===== config.mk =====
export PLATFORM = sky130hd
export DESIGN_NAME = ecc_err_tally
export DESIGN_NICKNAME = d
export VERILOG_FILES = /design/src/rtl/ecc_tally_pkg.sv /design/src/rtl/ecc_cls_decode.sv /design/src/rtl/ecc_tally_counter.sv /design/src/rtl/ecc_trigger_match.sv /design/src/rtl/ecc_sticky_flag.sv /design/src/rtl/ecc_err_tally.sv
export SDC_FILE = /design/constraint.sdc
export NUM_CORES = 1
export LEC_CHECK = 0
export CELL_PAD_IN_SITES_DETAIL_PLACEMENT = 0
export CELL_PAD_IN_SITES_GLOBAL_PLACEMENT = 1
export CORE_MARGIN = 3
export CORE_UTILIZATION = 36
export CTS_CLUSTER_DIAMETER = 40
export CTS_CLUSTER_SIZE = 20
export DETAILED_ROUTE_END_ITERATION = 12
export HOLD_SLACK_MARGIN = 0.05
export PLACE_DENSITY_LB_ADDON = 0.1
export SLEW_MARGIN = 20
export SYNTH_ARGS = -nofsm -noshare
export SYNTH_HDL_FRONTEND = slang
export SYNTH_SLANG_ARGS = --single-unit

===== constraint.sdc =====
create_clock -name clk -period 2.75 [get_ports clk]
set_clock_uncertainty 0.1 [all_clocks]
set_input_delay 0.825 -clock clk [delete_from_list [all_inputs] [get_ports clk]]
set_output_delay 0.825 -clock clk [all_outputs]
set_load 0.02 [all_outputs]

===== src/rtl/ecc_tally_pkg.sv =====
package ecc_tally_pkg;

   typedef enum logic [1:0] {
      CLS_CLEAN  = 2'b00,
      CLS_SINGLE = 2'b01,
      CLS_MULTI  = 2'b10,
      CLS_MULTI2 = 2'b11
   } ecc_cls_e;

   function automatic logic is_multi(input logic [1:0] cls);
      return cls[1];
   endfunction

endpackage


===== src/rtl/ecc_cls_decode.sv =====
module ecc_cls_decode
   import ecc_tally_pkg::*;
(
   input  logic       enable,
   input  logic       valid,
   input  logic [1:0] cls,
   output logic       single_evt,
   output logic       multi_evt
);

   logic qualified;

   always_comb begin
      qualified  = enable & valid;
      single_evt = qualified & (cls == CLS_SINGLE);
      multi_evt  = qualified & is_multi(cls);
   end

endmodule


===== src/rtl/ecc_tally_counter.sv =====
module ecc_tally_counter #(
   parameter int unsigned W        = 8,
   parameter bit          SATURATE = 1'b1
) (
   input  logic         clk,
   input  logic         rst_n,
   input  logic         load,
   input  logic [W-1:0] load_val,
   input  logic         inc,
   output logic [W-1:0] value,
   output logic [W-1:0] bumped_val,
   output logic         bumped
);

   localparam logic [W-1:0] TOP = {W{1'b1}};
   localparam logic [W-1:0] ONE = W'(1);

   logic [W-1:0] cnt_q;
   logic         can_step;

   generate
      if (W < 2 || W > 32) begin : g_bad_width
         $error("ecc_tally_counter: W must lie in 2..32");
      end
      if (SATURATE) begin : g_sat
         assign can_step = (cnt_q != TOP);
      end else begin : g_wrap
         assign can_step = 1'b1;
      end
   endgenerate

   always_comb begin
      bumped_val = cnt_q + ONE;
      bumped     = inc & ~load & can_step;
   end

   always_ff @(posedge clk) begin
      if (!rst_n) begin
         cnt_q <= '0;
      end else if (load) begin
         cnt_q <= load_val;
      end else if (bumped) begin
         cnt_q <= bumped_val;
      end
   end

   assign value = cnt_q;

endmodule


===== src/rtl/ecc_trigger_match.sv =====
module ecc_trigger_match #(
   parameter int unsigned W             = 8,
   parameter bit          ZERO_DISABLES = 1'b1
) (
   input  logic         clk,
   input  logic         rst_n,
   input  logic         load,
   input  logic [W-1:0] load_val,
   input  logic         bumped,
   input  logic [W-1:0] bumped_val,
   output logic [W-1:0] trigger,
   output logic         hit
);

   logic [W-1:0] trig_q;
   logic         armed;

   generate
      if (W < 2 || W > 32) begin : g_bad_width
         $error("ecc_trigger_match: W must lie in 2..32");
      end
      if (ZERO_DISABLES) begin : g_zero_off
         assign armed = (trig_q != '0);
      end else begin : g_zero_on
         assign armed = 1'b1;
      end
   endgenerate

   always_ff @(posedge clk) begin
      if (!rst_n) begin
         trig_q <= '0;
      end else if (load) begin
         trig_q <= load_val;
      end
   end

   assign hit     = bumped & armed & (bumped_val == trig_q);
   assign trigger = trig_q;

endmodule


===== src/rtl/ecc_sticky_flag.sv =====
module ecc_sticky_flag (
   input  logic clk,
   input  logic rst_n,
   input  logic set,
   input  logic clr,
   output logic q
);

   logic q_r;

   always_ff @(posedge clk) begin
      if (!rst_n) begin
         q_r <= 1'b0;
      end else if (set) begin
         q_r <= 1'b1;
      end else if (clr) begin
         q_r <= 1'b0;
      end
   end

   assign q = q_r;

endmodule


===== src/rtl/ecc_err_tally.sv =====
module ecc_err_tally #(
   parameter int unsigned CNT_W         = 8,
   parameter bit          SATURATE      = 1'b1,
   parameter bit          ZERO_DISABLES = 1'b1
) (
   input  logic             clk,
   input  logic             rst_n,
   input  logic             ecc_on,
   input  logic             rd_valid,
   input  logic [1:0]       rd_class,
   input  logic             sw_wr_count,
   input  logic             sw_wr_trigger,
   input  logic [CNT_W-1:0] sw_wdata,
   input  logic             clr_sbe,
   input  logic             clr_mbe,
   output logic [CNT_W-1:0] count_out,
   output logic [CNT_W-1:0] trigger_out,
   output logic             sbe_flag,
   output logic             mbe_flag
);

   localparam int unsigned NFLAGS = 2;
   localparam int unsigned F_SBE  = 0;
   localparam int unsigned F_MBE  = 1;

   logic             single_evt;
   logic             multi_evt;
   logic             step_taken;
   logic [CNT_W-1:0] step_val;
   logic             trig_hit;
   logic [NFLAGS-1:0] flag_set;
   logic [NFLAGS-1:0] flag_clr;
   logic [NFLAGS-1:0] flag_q;

   ecc_cls_decode u_decode (
      .enable     (ecc_on),
      .valid      (rd_valid),
      .cls        (rd_class),
      .single_evt (single_evt),
      .multi_evt  (multi_evt)
   );

   ecc_tally_counter #(
      .W        (CNT_W),
      .SATURATE (SATURATE)
   ) u_counter (
      .clk        (clk),
      .rst_n      (rst_n),
      .load       (sw_wr_count),
      .load_val   (sw_wdata),
      .inc        (single_evt),
      .value      (count_out),
      .bumped_val (step_val),
      .bumped     (step_taken)
   );

   ecc_trigger_match #(
      .W             (CNT_W),
      .ZERO_DISABLES (ZERO_DISABLES)
   ) u_match (
      .clk        (clk),
      .rst_n      (rst_n),
      .load       (sw_wr_trigger),
      .load_val   (sw_wdata),
      .bumped     (step_taken),
      .bumped_val (step_val),
      .trigger    (trigger_out),
      .hit        (trig_hit)
   );

   assign flag_set[F_SBE] = trig_hit;
   assign flag_set[F_MBE] = multi_evt;
   assign flag_clr[F_SBE] = clr_sbe;
   assign flag_clr[F_MBE] = clr_mbe;

   generate
      for (genvar i = 0; i < NFLAGS; i++) begin : g_flag
         ecc_sticky_flag u_flag (
            .clk   (clk),
            .rst_n (rst_n),
            .set   (flag_set[i]),
            .clr   (flag_clr[i]),
            .q     (flag_q[i])
         );
      end
   endgenerate

   assign sbe_flag = flag_q[F_SBE];
   assign mbe_flag = flag_q[F_MBE];

endmodule


-- After elaboration in Yosys (flattened, before gate mapping)
Cells that the tools add are included.
- output and inout bits: 18
- input bits: 18
- memory bits (writable): 0
- bits in latches: 0
- register bits: 18
- word-level logic and storage cells: 26
- memories: 0
- bits in read-only memories: 0
- equality and inequality tests: 3
- mux-type cells: 6
- multiply operators: 0
- bitwise logic cells: 8
- magnitude comparators: 0
- shift operators: 0
- reductions and logical operators: 4
- div/mod/pow operators: 0
- add/sub/neg operators: 1
- operators by type and width (operator ; number):
    8-bit 2-to-1 mux ; 2
    8-bit by 1-bit adder with 8-bit output (second input constant) ; 1
    8-bit equality test ; 1
    8-bit != test (second input constant) ; 1
    8-bit nonzero test ; 1
    1-bit bitwise AND ; 7
    2-bit nonzero test ; 3
    1-bit 2-to-1 mux ; 4
    2-bit by 1-bit equality test with 1-bit output (second input constant) ; 1
    1-bit NOT ; 1

-- Logic depth before layout (Yosys ltp)
Gate-level depths: netlist of the first run.
- word-level depth: 7
- depth in mapped cells: 6
- mapped depth without buffers: 6

-- Cells and area by module
Synthesis of the first run repeated with hierarchy kept, for this count alone.
- cells, all modules: 118
- area, all modules: 1103.6 µm²
- by module, submodules not included (module ; area an instance (µm²) ; times used ; cells an instance):
    ecc_tally_counter ; 599.3 ; 1 ; 71
    ecc_trigger_match ; 404.1 ; 1 ; 39
    ecc_sticky_flag ; 41.3 ; 2 ; 3
    ecc_cls_decode ; 17.5 ; 1 ; 2

-- Worst setup path after synthesis of the first run
No wires, ideal clock.
- path type: register -> register
- from: register u_counter.cnt_q[0] (netlist: u_counter.value[0])
- to: register u_counter.cnt_q[7] (netlist: u_counter.value[7])
- slack: 0.717 ns
- data required time: 2.530 ns
- period minus slack after synthesis: 2.033 ns
- setup time: 0.120 ns
- cell stages (with the launch flop): 7
- arrival: 1.814 ns
- path buffers: 0
- cells stage by stage: dfxtp_1 -> ha_1 -> nand3_4 -> nor2_4 -> a31oi_4 -> a32o_1 -> o31a_1
- cells in the longest elaborated chain, start to end: 3
- RTL lines (what ; line ; text):
    from (decl) ; ecc_tally_counter.sv:18 ; logic [W-1:0] cnt_q;
    from (signal assigned) ; ecc_tally_counter.sv:41 ; cnt_q <= load_val;
    from (signal assigned) ; ecc_tally_counter.sv:43 ; cnt_q <= bumped_val;
    8-bit by 1-bit adder with 8-bit output / 8-bit != test (equally long branches) ; ecc_tally_counter.sv:33, ecc_tally_counter.sv:26 ;
    8-bit 2-to-1 mux / 1-bit bitwise AND (equally long branches) ; ecc_tally_counter.sv:42, ecc_tally_counter.sv:34 ;
    8-bit 2-to-1 mux / 2-bit nonzero test (equally long branches) ; -- ;
Several ways; a longest one is shown, not always the timed one. The select of a mux whose other input is x is not followed.
A chain may end at the register's enable or synchronous reset.

-- Worst setup path in the final report of the first run
- from: register u_counter.cnt_q[6] (netlist: u_counter.value[6])
- to: output port count_out[6]
- RTL lines (what ; line ; text):
    to (decl) ; ecc_err_tally.sv:16 ; output logic [CNT_W-1:0] count_out,
No word-level cell between the ends.

==> results of run 1 <==
[cells in the final DEF (no fill, tap or decap), types with 3 or more instances in the layout]
master and count:
a21oi_1 6, clkbuf_4 3, clkdlybuf4s50_1 35, dfxtp_1 18
mux2i_1 11, nand3_1 4, nor2_1 10, o21ai_0 5
xnor2_1 11, xor2_1 5
[layout make-up]
cell class	count	area, um^2	share of cell area (%)
Clock buffer	4	36.28	2.491
Tap cell	31	38.79	2.663
Multi-Input combinational cell	85	644.4	44.24
Timing Repair Buffer	37	365.4	25.09
Inverter	3	11.26	0.7732
Sequential cell	18	360.3	24.74
[where the power goes]
part / total [mW] / switching [mW] / internal [mW]
clock: 0.162 / 0.0815 / 0.0806
sequential: 0.303 / 0.0276 / 0.276
combinational: 0.150 / 0.0670 / 0.0834
total: 0.616 / 0.176 / 0.440
[routing by layer]
metal	GRT usage (%)	routed length, um	up-vias
li1	-	-	478
met1	21.03	1273	462
met2	27.62	1331	27
met3	3.404	127	2
met4	4.644	13	0
met5	0	0	-
[worst min-delay path, cell delays in order (launching register included)]
cell and delay [ns]:
dfxtp_1 0.33, nand2b_1 0.06, a21oi_1 0.06
[synth_stat cells (all sizes together) (3+ instances only)]
cell type,count
nor2,11
dfxtp,18
xor2,5
clkbuf,3
xnor2,11
mux2i,11
a21oi,6
o21ai,6
nand3,6
[kinds of logic after synthesis]
| family | synth area share (%) |
|---|---|
| simple gates | 18.27 |
| buf+inv | 5.972 |
| flops | 33.72 |
| compound gates | 17.45 |
| mux | 10.30 |
| xor+xnor | 13.11 |
| fa+ha+maj | 1.171 |
[flip-flops by register name, indices dropped and copies added (netlist names)]
signal and cells:
u_match.trigger 8, g_flag.u_flag.q 2, u_counter.value 8
[path summary, 6_finish.rpt]
| check | to | from |
|---|---|---|
| min | g_flag[1].u_flag.q | g_flag[1].u_flag.q |
| max reg2reg | u_counter.value[7] | u_counter.value[0] |
| min reg2reg | g_flag[1].u_flag.q | g_flag[1].u_flag.q |
| max | count_out[6] | u_counter.value[6] |
[through the flow]
| step | hold slack (ns) | power, mW | setup WS, ns | cell area [um^2] |
|---|---|---|---|---|
| 6_report | 0.3818 | 0.6159 | 0.2552 | 1456 |
| 5_1_grt | 0.4149 | 0.6505 | 0.1530 | 1456 |
| 4_1_cts | 0.3810 | 0.6265 | 0.2304 | 1456 |
| 3_5_place_dp | 0.3650 | 0.4605 | 0.1431 | 1420 |
| 3_3_place_gp | 0.3611 | 0.4595 | 0.2149 | 1420 |
| 2_1_floorplan | 0.4469 | 0.3918 | 0.7166 | 1069 |
==> summary.txt, run 1 <==
Outcome
  – Status: completed

STA
  – Slew HR: roughly two thirds
  – RSZ-0062 raised after global routing: no
  – Period minus WS final: 2.495 ns
  – Tightest Pin Transition: around 0.51 ns
  – Max Freq: approximately 400 MHz
  – Final Cycle Share: slightly above 90%
  – TNS Setup: 0 ns
  – Final hold violation count: 0
  – Max-slew violations: 0
  – # setup viols final: 0

Detailed routing
  – Via/cell ratio: between 5 and 6
  – Detailed-route wire length per cell: between 15 and 20 um
  – DRT iter0 DRCs: 14
  – Final wirelength: between 2000 and 3000 um
  – DR vias: 969
  – DRC Markers: 0
  – First-pass DRT Iterations: 4
  – Final ANT Viol Nets: 0

CTS
  – CTS Sinks: 18
  – Root buffer cell: clkbuf_4
  – Worst-Skew Late Latency: 0.29 ns
  – CTS clk-pin slew, worst paths: 0.11 ns
  – # H-tree levels: 1
  – Hold_buf cts: 0
  – PostCTS Resize Cnt: 0
  – CTS tree: yes
  – Num CTS Buffers: 3
  – CTS max path bufs: 2
  – Post-CTS setup buffers: 0

Yosys
  – Post-synth EDFFs: 0
  – Post-Syn Area: 1069 um^2
  – Syn nets: 130
  – Main synth FF type: dfxtp_1
  – Ys async rst share: 0%
  – #FFs+latches synth: 18
  – Synth Instances: 111
  – Post-synthesis sequential area ratio: 33.72%
  – Post-synthesis average cell area: just under 10 um^2
  – Leading area contributor after synthesis: dfxtp_1
  – Largest cells by area after synthesis: dfxtp_1 34%, mux2i_1 10%, xnor2_1 9.0%, xor2_1 4.1%, nor2_1 3.5%
  – Synth cell types: 40
  – Post-synth top area share: 33.72%
  – Synth Warn #: 0

Global routing
  – Pin count of the biggest net entering global routing: 12
  – Total GRT Usage: 16.32%
  – First-pass GRT wire length: 4416 um
  – Gr ovfl total: 0
  – Initial antenna violation count: 0
  – Number of global-route vias before repair: around 970

Placement
  – Cell Count Post-Placement: about 170
  – IO buf count: 35
  – Dpl hpwl: between 2000 and 2500 um
  – Final GP Congestion: 0.8132

Layout
  – Ant diodes: 0
  – P&R area growth vs syn: 36.30%
  – Final cell count without fillers: around 180
  – Fin util: 52.36%
  – Share of cells above drive strength 1: around 9%
  – Nets: 167
  – Fillers: 281

Power and ir drop
  – PwrDens: 422.9 nW/um^2
  – Max IR drop VDD: 0.0003407 V
  – LEAKAGE: 0.5247 nW

Floorplanning
  – Initial Utilization: 38.42%
  – Die Y: 60.48 um
  – Rows: 19
  – Die Span X: between 60 and 70 um
  – Ports placed on the boundary: 36
  – Area of the core: 2781 um^2
  – Die area: 3658 um^2

Worst setup path
  – Crit start category: register
  – Worst endpoint data arrival time: 1.57 ns
  – Buffers and inverters on the worst path: 1
  – CP endpoint kind: output port
  – Crit Path Class: reg2out
  – Top Family by Delay on Critical Path: buffers and inverters
  – Crit Path Max Fanout: 10
  – Worst path required time: 1.83 ns
  – Cells along the critical path: clkdlybuf4s50_1
  – CP peak stage delay: 0.69 ns
  – Levels on crit path: 1
  – Critical path's slowest cell: clkdlybuf4s50_1
  – Reg2Reg Depth: 6
  – Reg2Reg Setup Slack: 0.64 ns

Min path
  – Hold path cells: 2
  – Worst hold path class: reg2reg

Flow run
  – Max Cap Viol: 0
No activity file was read; power rests on OpenSTA's default activity.
==> inputs of run 2 (changes only) <==
--- a/config.mk
+++ b/config.mk
@@ -14,6 +14,7 @@
 export DETAILED_ROUTE_END_ITERATION = 12
 export HOLD_SLACK_MARGIN = 0.05
 export PLACE_DENSITY_LB_ADDON = 0.1
+export SKIP_LAST_GASP = 1
 export SLEW_MARGIN = 20
 export SYNTH_ARGS = -nofsm -noshare
 export SYNTH_HDL_FRONTEND = slang
==> results of run 2 <==
The final DEF is identical to that of run 1; final timing and power are the same.
